===== src/rtl/irqDispPkg.sv =====
package irqDispPkg;
  // Control-to-datapath strobes
  typedef struct packed {
    logic take;      // offered source accepted this edge
    logic showHeld;  // drive outputs from the frozen copy
  } ctrlStrobes_t;
endpackage


===== src/rtl/irqDatapath.sv =====
module irqDatapath
  import irqDispPkg::*;
#(
  parameter int NUM_PERIPH   = 8,
  parameter int SLOTS        = 16,
  parameter int CORE_SLOTS   = 4,
  parameter int PRIO_W       = 4,
  parameter int VEC_W        = 24,
  parameter int VEC_STRIDE   = 32,
  parameter int EXT_BASE     = 'h10000,
  parameter int NOGATE_SLOTS = 2,
  localparam int SLOT_W = $clog2(SLOTS),
  localparam int ID_W   = (NUM_PERIPH > 1) ? $clog2(NUM_PERIPH) : 1
) (
  input  logic                  clk,
  input  logic                  rstN,
  input  logic                  emuReq,
  input  logic [CORE_SLOTS-1:0] coreReq,
  input  logic [NUM_PERIPH-1:0] periphReq,
  input  logic                  prioWrEn,
  input  logic [ID_W-1:0]       prioWrId,
  input  logic [PRIO_W-1:0]     prioWrVal,
  input  logic                  maskWrEn,
  input  logic [SLOTS-1:0]      maskWrData,
  input  logic                  globalEn,
  input  logic                  noBootExt,
  input  ctrlStrobes_t          strb,
  output logic                  selValid,
  output logic                  selEmu,
  output logic [SLOT_W-1:0]     selSlot,
  output logic                  outEmu,
  output logic [SLOT_W-1:0]     outSlot,
  output logic [VEC_W-1:0]      outVector,
  output logic [SLOTS-1:0]      latchQ,
  output logic [SLOTS-1:0]      maskQ
);
  localparam int USER_SLOTS = SLOTS - CORE_SLOTS;
  localparam int STRIDE_SH  = $clog2(VEC_STRIDE);
  localparam logic [SLOTS-1:0] NOGATE = SLOTS'((1 << NOGATE_SLOTS) - 1);

  // Edge detection
  logic                  emuPrev;
  logic [CORE_SLOTS-1:0] corePrev;
  logic [NUM_PERIPH-1:0] perPrev;
  logic                  emuEdge;
  logic [CORE_SLOTS-1:0] coreEdge;
  logic [NUM_PERIPH-1:0] perEdge;

  assign emuEdge  = emuReq & ~emuPrev;
  assign coreEdge = coreReq & ~corePrev;
  assign perEdge  = periphReq & ~perPrev;

  always_ff @(posedge clk or negedge rstN) begin
    if (!rstN) begin
      emuPrev  <= 1'b0;
      corePrev <= '0;
      perPrev  <= '0;
    end else begin
      emuPrev  <= emuReq;
      corePrev <= coreReq;
      perPrev  <= periphReq;
    end
  end

  // Per-peripheral slot fields
  logic [PRIO_W-1:0] prioQ [NUM_PERIPH];

  always_ff @(posedge clk or negedge rstN) begin
    if (!rstN) begin
      for (int i = 0; i < NUM_PERIPH; i++) prioQ[i] <= PRIO_W'(i % USER_SLOTS);
    end else if (prioWrEn) begin
      prioQ[prioWrId] <= prioWrVal;
    end
  end

  // Map each peripheral edge onto a one-hot pending position
  logic [SLOTS-1:0] perHot [NUM_PERIPH];

  for (genvar g = 0; g < NUM_PERIPH; g++) begin : gMap
    logic [SLOT_W:0] tgt;
    logic            inRange;
    assign tgt     = (SLOT_W+1)'(CORE_SLOTS) + (SLOT_W+1)'(prioQ[g]);
    assign inRange = (prioQ[g] < PRIO_W'(USER_SLOTS));
    assign perHot[g] = (perEdge[g] && inRange) ? (SLOTS'(1) << tgt) : '0;
  end

  logic [SLOTS-1:0] setVec;
  logic [SLOTS-1:0] clrVec;

  always_comb begin
    setVec = '0;
    setVec[CORE_SLOTS-1:0] = coreEdge;
    for (int i = 0; i < NUM_PERIPH; i++) setVec = setVec | perHot[i];
  end

  assign clrVec = (strb.take && !selEmu) ? (SLOTS'(1) << selSlot) : '0;

  // Pending, enable and emulator state
  logic emuPend;

  always_ff @(posedge clk or negedge rstN) begin
    if (!rstN) begin
      latchQ  <= '0;
      maskQ   <= '0;
      emuPend <= 1'b0;
    end else begin
      latchQ <= (latchQ & ~clrVec) | setVec;
      if (maskWrEn) maskQ <= maskWrData;
      if (emuEdge) emuPend <= 1'b1;
      else if (strb.take && selEmu) emuPend <= 1'b0;
    end
  end

  // Priority selection: lowest index wins
  logic [SLOTS-1:0]  eligible;
  logic              foundAny;
  logic [SLOT_W-1:0] pickSlot;

  assign eligible = latchQ & maskQ & (globalEn ? {SLOTS{1'b1}} : NOGATE);

  always_comb begin
    foundAny = 1'b0;
    pickSlot = '0;
    for (int i = SLOTS - 1; i >= 0; i--) begin
      if (eligible[i]) begin
        foundAny = 1'b1;
        pickSlot = SLOT_W'(i);
      end
    end
  end

  assign selEmu   = emuPend;
  assign selValid = emuPend | foundAny;
  assign selSlot  = emuPend ? '0 : pickSlot;

  // Vector formation
  logic [VEC_W-1:0] baseAddr;
  logic [VEC_W-1:0] liveVec;

  assign baseAddr = noBootExt ? VEC_W'(EXT_BASE) : '0;
  assign liveVec  = selEmu ? '0 : baseAddr + (VEC_W'(selSlot) << STRIDE_SH);

  // Frozen copy for the acknowledge window
  logic              heldEmu;
  logic [SLOT_W-1:0] heldSlot;
  logic [VEC_W-1:0]  heldVec;

  always_ff @(posedge clk or negedge rstN) begin
    if (!rstN) begin
      heldEmu  <= 1'b0;
      heldSlot <= '0;
      heldVec  <= '0;
    end else if (strb.take) begin
      heldEmu  <= selEmu;
      heldSlot <= selSlot;
      heldVec  <= liveVec;
    end
  end

  assign outEmu    = strb.showHeld ? heldEmu  : selEmu;
  assign outSlot   = strb.showHeld ? heldSlot : selSlot;
  assign outVector = strb.showHeld ? heldVec  : liveVec;
endmodule


===== src/rtl/irqControl.sv =====
module irqControl
  import irqDispPkg::*;
#(
  parameter int SLOTS = 16,
  localparam int SLOT_W = $clog2(SLOTS)
) (
  input  logic              clk,
  input  logic              rstN,
  input  logic              selValid,
  input  logic              selEmu,
  input  logic [SLOT_W-1:0] selSlot,
  input  logic              intAck,
  input  logic              svcDone,
  output logic              present,
  output ctrlStrobes_t      strb
);
  logic              holdQ;
  logic              svcValidQ;
  logic              svcEmuQ;
  logic [SLOT_W-1:0] svcSlotQ;
  logic              outranks;

  // The emulator outranks any slot; a slot must beat the one in service
  assign outranks = selEmu ? !svcEmuQ
                           : (!svcEmuQ && (!svcValidQ || (selSlot < svcSlotQ)));
  assign present  = !holdQ && selValid && outranks;

  assign strb.take     = present && intAck;
  assign strb.showHeld = holdQ;

  always_ff @(posedge clk or negedge rstN) begin
    if (!rstN) begin
      holdQ     <= 1'b0;
      svcValidQ <= 1'b0;
      svcEmuQ   <= 1'b0;
      svcSlotQ  <= '0;
    end else begin
      if (strb.take)   holdQ <= 1'b1;
      else if (!intAck) holdQ <= 1'b0;

      if (strb.take) begin
        svcValidQ <= 1'b1;
        svcEmuQ   <= selEmu;
        svcSlotQ  <= selSlot;
      end else if (svcDone) begin
        svcValidQ <= 1'b0;
        svcEmuQ   <= 1'b0;
        svcSlotQ  <= '0;
      end
    end
  end
endmodule


===== src/rtl/irqDispatcher.sv =====
module irqDispatcher
  import irqDispPkg::*;
#(
  parameter int NUM_PERIPH = 8,
  parameter int PRIO_W     = 4,
  parameter int VEC_W      = 24,
  localparam int SLOTS      = 16,
  localparam int CORE_SLOTS = 4,
  localparam int SLOT_W     = $clog2(SLOTS),
  localparam int ID_W       = (NUM_PERIPH > 1) ? $clog2(NUM_PERIPH) : 1
) (
  input  logic                  clk,
  input  logic                  rstN,
  input  logic                  emuReq,
  input  logic [CORE_SLOTS-1:0] coreReq,
  input  logic [NUM_PERIPH-1:0] periphReq,
  input  logic                  prioWrEn,
  input  logic [ID_W-1:0]       prioWrId,
  input  logic [PRIO_W-1:0]     prioWrVal,
  input  logic                  maskWrEn,
  input  logic [SLOTS-1:0]      maskWrData,
  input  logic                  globalEn,
  input  logic                  noBootExt,
  input  logic                  intAck,
  input  logic                  svcDone,
  output logic                  intReq,
  output logic                  intEmu,
  output logic [SLOT_W-1:0]     intSlot,
  output logic [VEC_W-1:0]      intVector,
  output logic [SLOTS-1:0]      latchOut,
  output logic [SLOTS-1:0]      maskOut
);
  ctrlStrobes_t      strb;
  logic              selValid;
  logic              selEmu;
  logic [SLOT_W-1:0] selSlot;

  irqDatapath #(
    .NUM_PERIPH(NUM_PERIPH), .SLOTS(SLOTS), .CORE_SLOTS(CORE_SLOTS),
    .PRIO_W(PRIO_W), .VEC_W(VEC_W), .VEC_STRIDE(32), .EXT_BASE('h10000),
    .NOGATE_SLOTS(2)
  ) uData (
    .clk(clk), .rstN(rstN), .emuReq(emuReq), .coreReq(coreReq),
    .periphReq(periphReq), .prioWrEn(prioWrEn), .prioWrId(prioWrId),
    .prioWrVal(prioWrVal), .maskWrEn(maskWrEn), .maskWrData(maskWrData),
    .globalEn(globalEn), .noBootExt(noBootExt), .strb(strb),
    .selValid(selValid), .selEmu(selEmu), .selSlot(selSlot),
    .outEmu(intEmu), .outSlot(intSlot), .outVector(intVector),
    .latchQ(latchOut), .maskQ(maskOut)
  );

  irqControl #(.SLOTS(SLOTS)) uCtrl (
    .clk(clk), .rstN(rstN), .selValid(selValid), .selEmu(selEmu),
    .selSlot(selSlot), .intAck(intAck), .svcDone(svcDone),
    .present(intReq), .strb(strb)
  );
endmodule


===== config.mk =====
export PLATFORM = sky130hd
export DESIGN_NAME = irqDispatcher
export DESIGN_NICKNAME = d
export VERILOG_FILES = /design/src/rtl/irqDispPkg.sv /design/src/rtl/irqDatapath.sv /design/src/rtl/irqControl.sv /design/src/rtl/irqDispatcher.sv
export SDC_FILE = /design/constraint.sdc
export NUM_CORES = 1
export LEC_CHECK = 0
export ABC_CLOCK_PERIOD_IN_PS = 3300
export BUFFER_PORTS_ARGS = -buffer_cell sky130_fd_sc_hd__buf_2
export CORE_MARGIN = 2
export CORE_UTILIZATION = 51
export DETAILED_ROUTE_END_ITERATION = 8
export PLACE_DENSITY_LB_ADDON = 0.25
export SETUP_SLACK_MARGIN = 0.2
export SLEW_MARGIN = 20
export SYNTH_ARGS = -nofsm -noshare
export SYNTH_HDL_FRONTEND = slang
export SYNTH_SLANG_ARGS = --single-unit
export TNS_END_PERCENT = 5

===== constraint.sdc =====
create_clock -name clk -period 3.3 [get_ports clk]
set_input_delay 0.66 -clock clk [delete_from_list [all_inputs] [get_ports clk]]
set_output_delay 0.66 -clock clk [all_outputs]
set_load 0.05 [all_outputs]

==> flow_summary.ini <==
[yosys]
syn_area_mm2 = 0.00569
yosys_warnings = 0
synth-edff-count = 0
async_flop_share = 1.00
synthCells = 584
synth-seq-area-share = 0.403
synth.distinct_cells = 74
synthFlopType = dfrtp_1
syn-mean-instance-area_um2 = 9.75
ys_seq_elements = 91

[clock_tree]
numCtsBuffers = 9
clock-sinks = 91
clockBufferDepth = 2
root_buffer = clkbuf_8
htree_levels = 3
cts_tree = yes
clock_latency_ps = 390
cts.clk_slew.worst_paths_ps = 90

[setup_path]
ff2ff_setup_slack_ps = -290
startpoint = uData.maskQ[7]
critPathRequiredTime_ps = 2640
critPathMaxFanout = 3
endpoint_kind = primary output
startpoint_type = flop
rr_worst_depth = 14
worstSetupPathType = reg -> out
worstReg2RegEnd = uData.latchQ[11]
reg2reg_from = uData.latchQ[6]
cp.arrival_ps = 3140

[timing]
layout_setup_ws_ps = -495
layout_min_cycle_time_ps = 3800
tightest_slew_ps = 928
fin_crit_sh = 1.15
holdWs_ps = 377
relSlewSlack = 0.376
finalClockSkew_ps = 11.0
drv_slew = 0
setup_viol = 28
setup-tns-final_ps = -3180
hold_viol = 0
max_clock_freq_ghz = 0.263
rsz0062_at_grt = true

[route]
route.detailed.drc = 0
firstDrtPassIters = 6
drtIter0Drc = 692
ant_nets = 0
viasPerCell = 6.40
routed_wl_mm = 20.6
wl_per_cell_um = 23.5
vias = 5611

[finish]
nets = 787
area_growth_pct = 26.2
drive_above_1_share = 0.415
regArea_mm2 = 0.00231
multi_input_area_mm2 = 0.00338
diodes = 0
fillCellCount = 806

[power]
p_leak_nw = 2.98
power_mw = 4.73
max-vdd-ir-drop_uv = 531
cellPowerDensity_mw_per_mm2 = 658

[floorplan]
io-pin-count = 106
die_h_um = 110
core.rowCount = 38
initial_core_util = 0.523
core_mm2 = 0.0109
die_area_mm2 = 0.0120
die_w_um = 110

[place]
place_hpwl_mm = 14.9
portBuffers = 86
gp_congestion = 0.976

[grt]
grt_max_degree = 73
grt.total_usage = 0.337
antenna_found_initial = 0
grt_pass1_wl_mm = 29.9
grt-ovfl-total = 0
grt_pass1_vias = 5433

[status]
violations = setup timing
outcome = finished with violations

[worst_hold_path]
holdPathStages = 1
hold_path_class = in -> reg
whs_endpoint = uData.emuPrev
min_from = emuReq

[job]
cap_violations = 0
[placed cells by master, fill, tap and decap left out, types with 12 or more instances in the layout]
| master | synthesis | layout |
|---|---|---|
| o21ai_0 | 19 | 14 |
| nor3_1 | 38 | 38 |
| mux2_2 | 50 | 49 |
| dfstp_2 | 12 | 12 |
| dfrtp_1 | 79 | 67 |
| nand2_1 | 42 | 41 |
| conb_1 | 1 | 19 |
| buf_2 | 0 | 82 |
| buf_4 | 23 | 67 |
| a21oi_1 | 19 | 14 |
| nand3_1 | 28 | 28 |
| inv_1 | 25 | 24 |
| dfrtp_2 | 0 | 12 |
| nor2_1 | 26 | 24 |
[timing repair]
item	CTS	global route
pin swaps	20	14
hold buffers	0	0
resized for setup	32	25
setup buffers	13	8
endpoints found under the setup margin	32	36
[worst max-delay path, stage by stage, from the launching register on]
cell and delay [ps]:
dfrtp_2 390, buf_4 130, nand2_1 130, a31oi_1 350, o211ai_2 140, a21oi_2 250
ha_4 250, nor2_2 140, a211oi_2 90, nor4_4 320, buf_4 180, o22ai_4 70
nor2_4 160, buf_8 170
[layout make-up]
cell class / instances / share of cell area
well taps: 140 / 0.0244
repair buffers: 156 / 0.139
multi-input cells: 448 / 0.471
clock inverters: 7 / 0.0138
inverters: 26 / 0.0139
flip-flops and latches: 91 / 0.321
clock buffers: 9 / 0.0172
[Yosys cell counts (4+ instances only)]
| master | count | area [um2] |
|---|---|---|
| nand2b_1 | 12 | 75.1 |
| o21ai_0 | 19 | 95.1 |
| o211ai_1 | 7 | 52.6 |
| dfrtp_1 | 79 | 1980 |
| a22oi_1 | 8 | 60.1 |
| nor2b_1 | 12 | 75.1 |
| a21oi_1 | 19 | 95.1 |
| nor3b_1 | 9 | 67.6 |
| a21o_1 | 4 | 30.0 |
| a22o_1 | 4 | 35.0 |
| ha_1 | 11 | 138 |
| and2_1 | 7 | 43.8 |
| clkbuf_1 | 13 | 48.8 |
| a2111oi_0 | 11 | 96.3 |
| nand4_1 | 5 | 31.3 |
| inv_1 | 25 | 93.8 |
| or4b_2 | 4 | 40.0 |
| nand3_1 | 28 | 140 |
| or2_2 | 6 | 37.5 |
| nand4b_1 | 5 | 43.8 |
| nor3_1 | 38 | 190 |
| o22ai_1 | 10 | 62.6 |
| nand2_1 | 42 | 158 |
| nor4_1 | 9 | 56.3 |
| o32ai_1 | 4 | 35.0 |
| buf_4 | 23 | 173 |
| dfstp_2 | 12 | 315 |
| nor4bb_1 | 4 | 40.0 |
| nor2_1 | 26 | 97.6 |
| o2111ai_1 | 5 | 43.8 |
| a31oi_1 | 7 | 43.8 |
| mux2_2 | 50 | 563 |
| o41ai_1 | 4 | 35.0 |
[power breakdown]
part / switching, mW / internal (mW) / leakage (nW) / total (mW)
Combinational: 1.38 / 0.839 / 1.85 / 2.22
Sequential: 0.305 / 1.34 / 1.02 / 1.64
Clock: 0.434 / 0.431 / 0.110 / 0.865
[cell families (layout without fill, tap and decap cells)]
group           Yosys count  in the layout  synth area share
simple gates            232            232             0.234
fa+ha+maj                11             11            0.0242
compound gates          131            131             0.171
flops                    91             91             0.403
mux                      55             55             0.109
other cells               1             19          0.000659
buf+inv                  63            198            0.0580
[stage by stage]
step	worst slack, ps	util	instance area [um2]	cells
4_1_cts	-384	0.645	7020	869
5_1_grt	-588	0.660	7190	877
6_report	-495	0.660	7190	877
3_5_place_dp	-343	0.603	6570	840
3_3_place_gp	-245	0.603	6570	840
2_1_floorplan	-208	-	5830	602
[state kept, by name, summed over array words and instances, names as in the netlist, 2 cells and up]
signal / cells
uData.latchQ: 16
uCtrl.svcSlotQ: 4
uData.heldSlot: 2
uData.prioQ: 32
uData.maskQ: 16
uData.perPrev: 8
uData.corePrev: 4
uData.heldVec: 3
[layer usage]
| layer | wire length (um) | global-route usage |
|---|---|---|
| met2 | 10500 | 0.603 |
| met5 | 0 | 0 |
| met3 | 1190 | 0.0581 |
| met1 | 7900 | 0.390 |
| met4 | 979 | 0.161 |
[how the worst max path moves through the flow]
| stage | endpoint | slack (ps) | depth (start not counted) |
|---|---|---|---|
| after CTS | intReq | -380 | 12 |
| after floorplan | intReq | -210 | 11 |
| after global routing | intReq | -590 | 13 |
| after detailed placement | intReq | -340 | 13 |
| final | intReq | -500 | 13 |
| after global placement | intReq | -250 | 13 |
No activity file was read; power rests on OpenSTA's default activity.
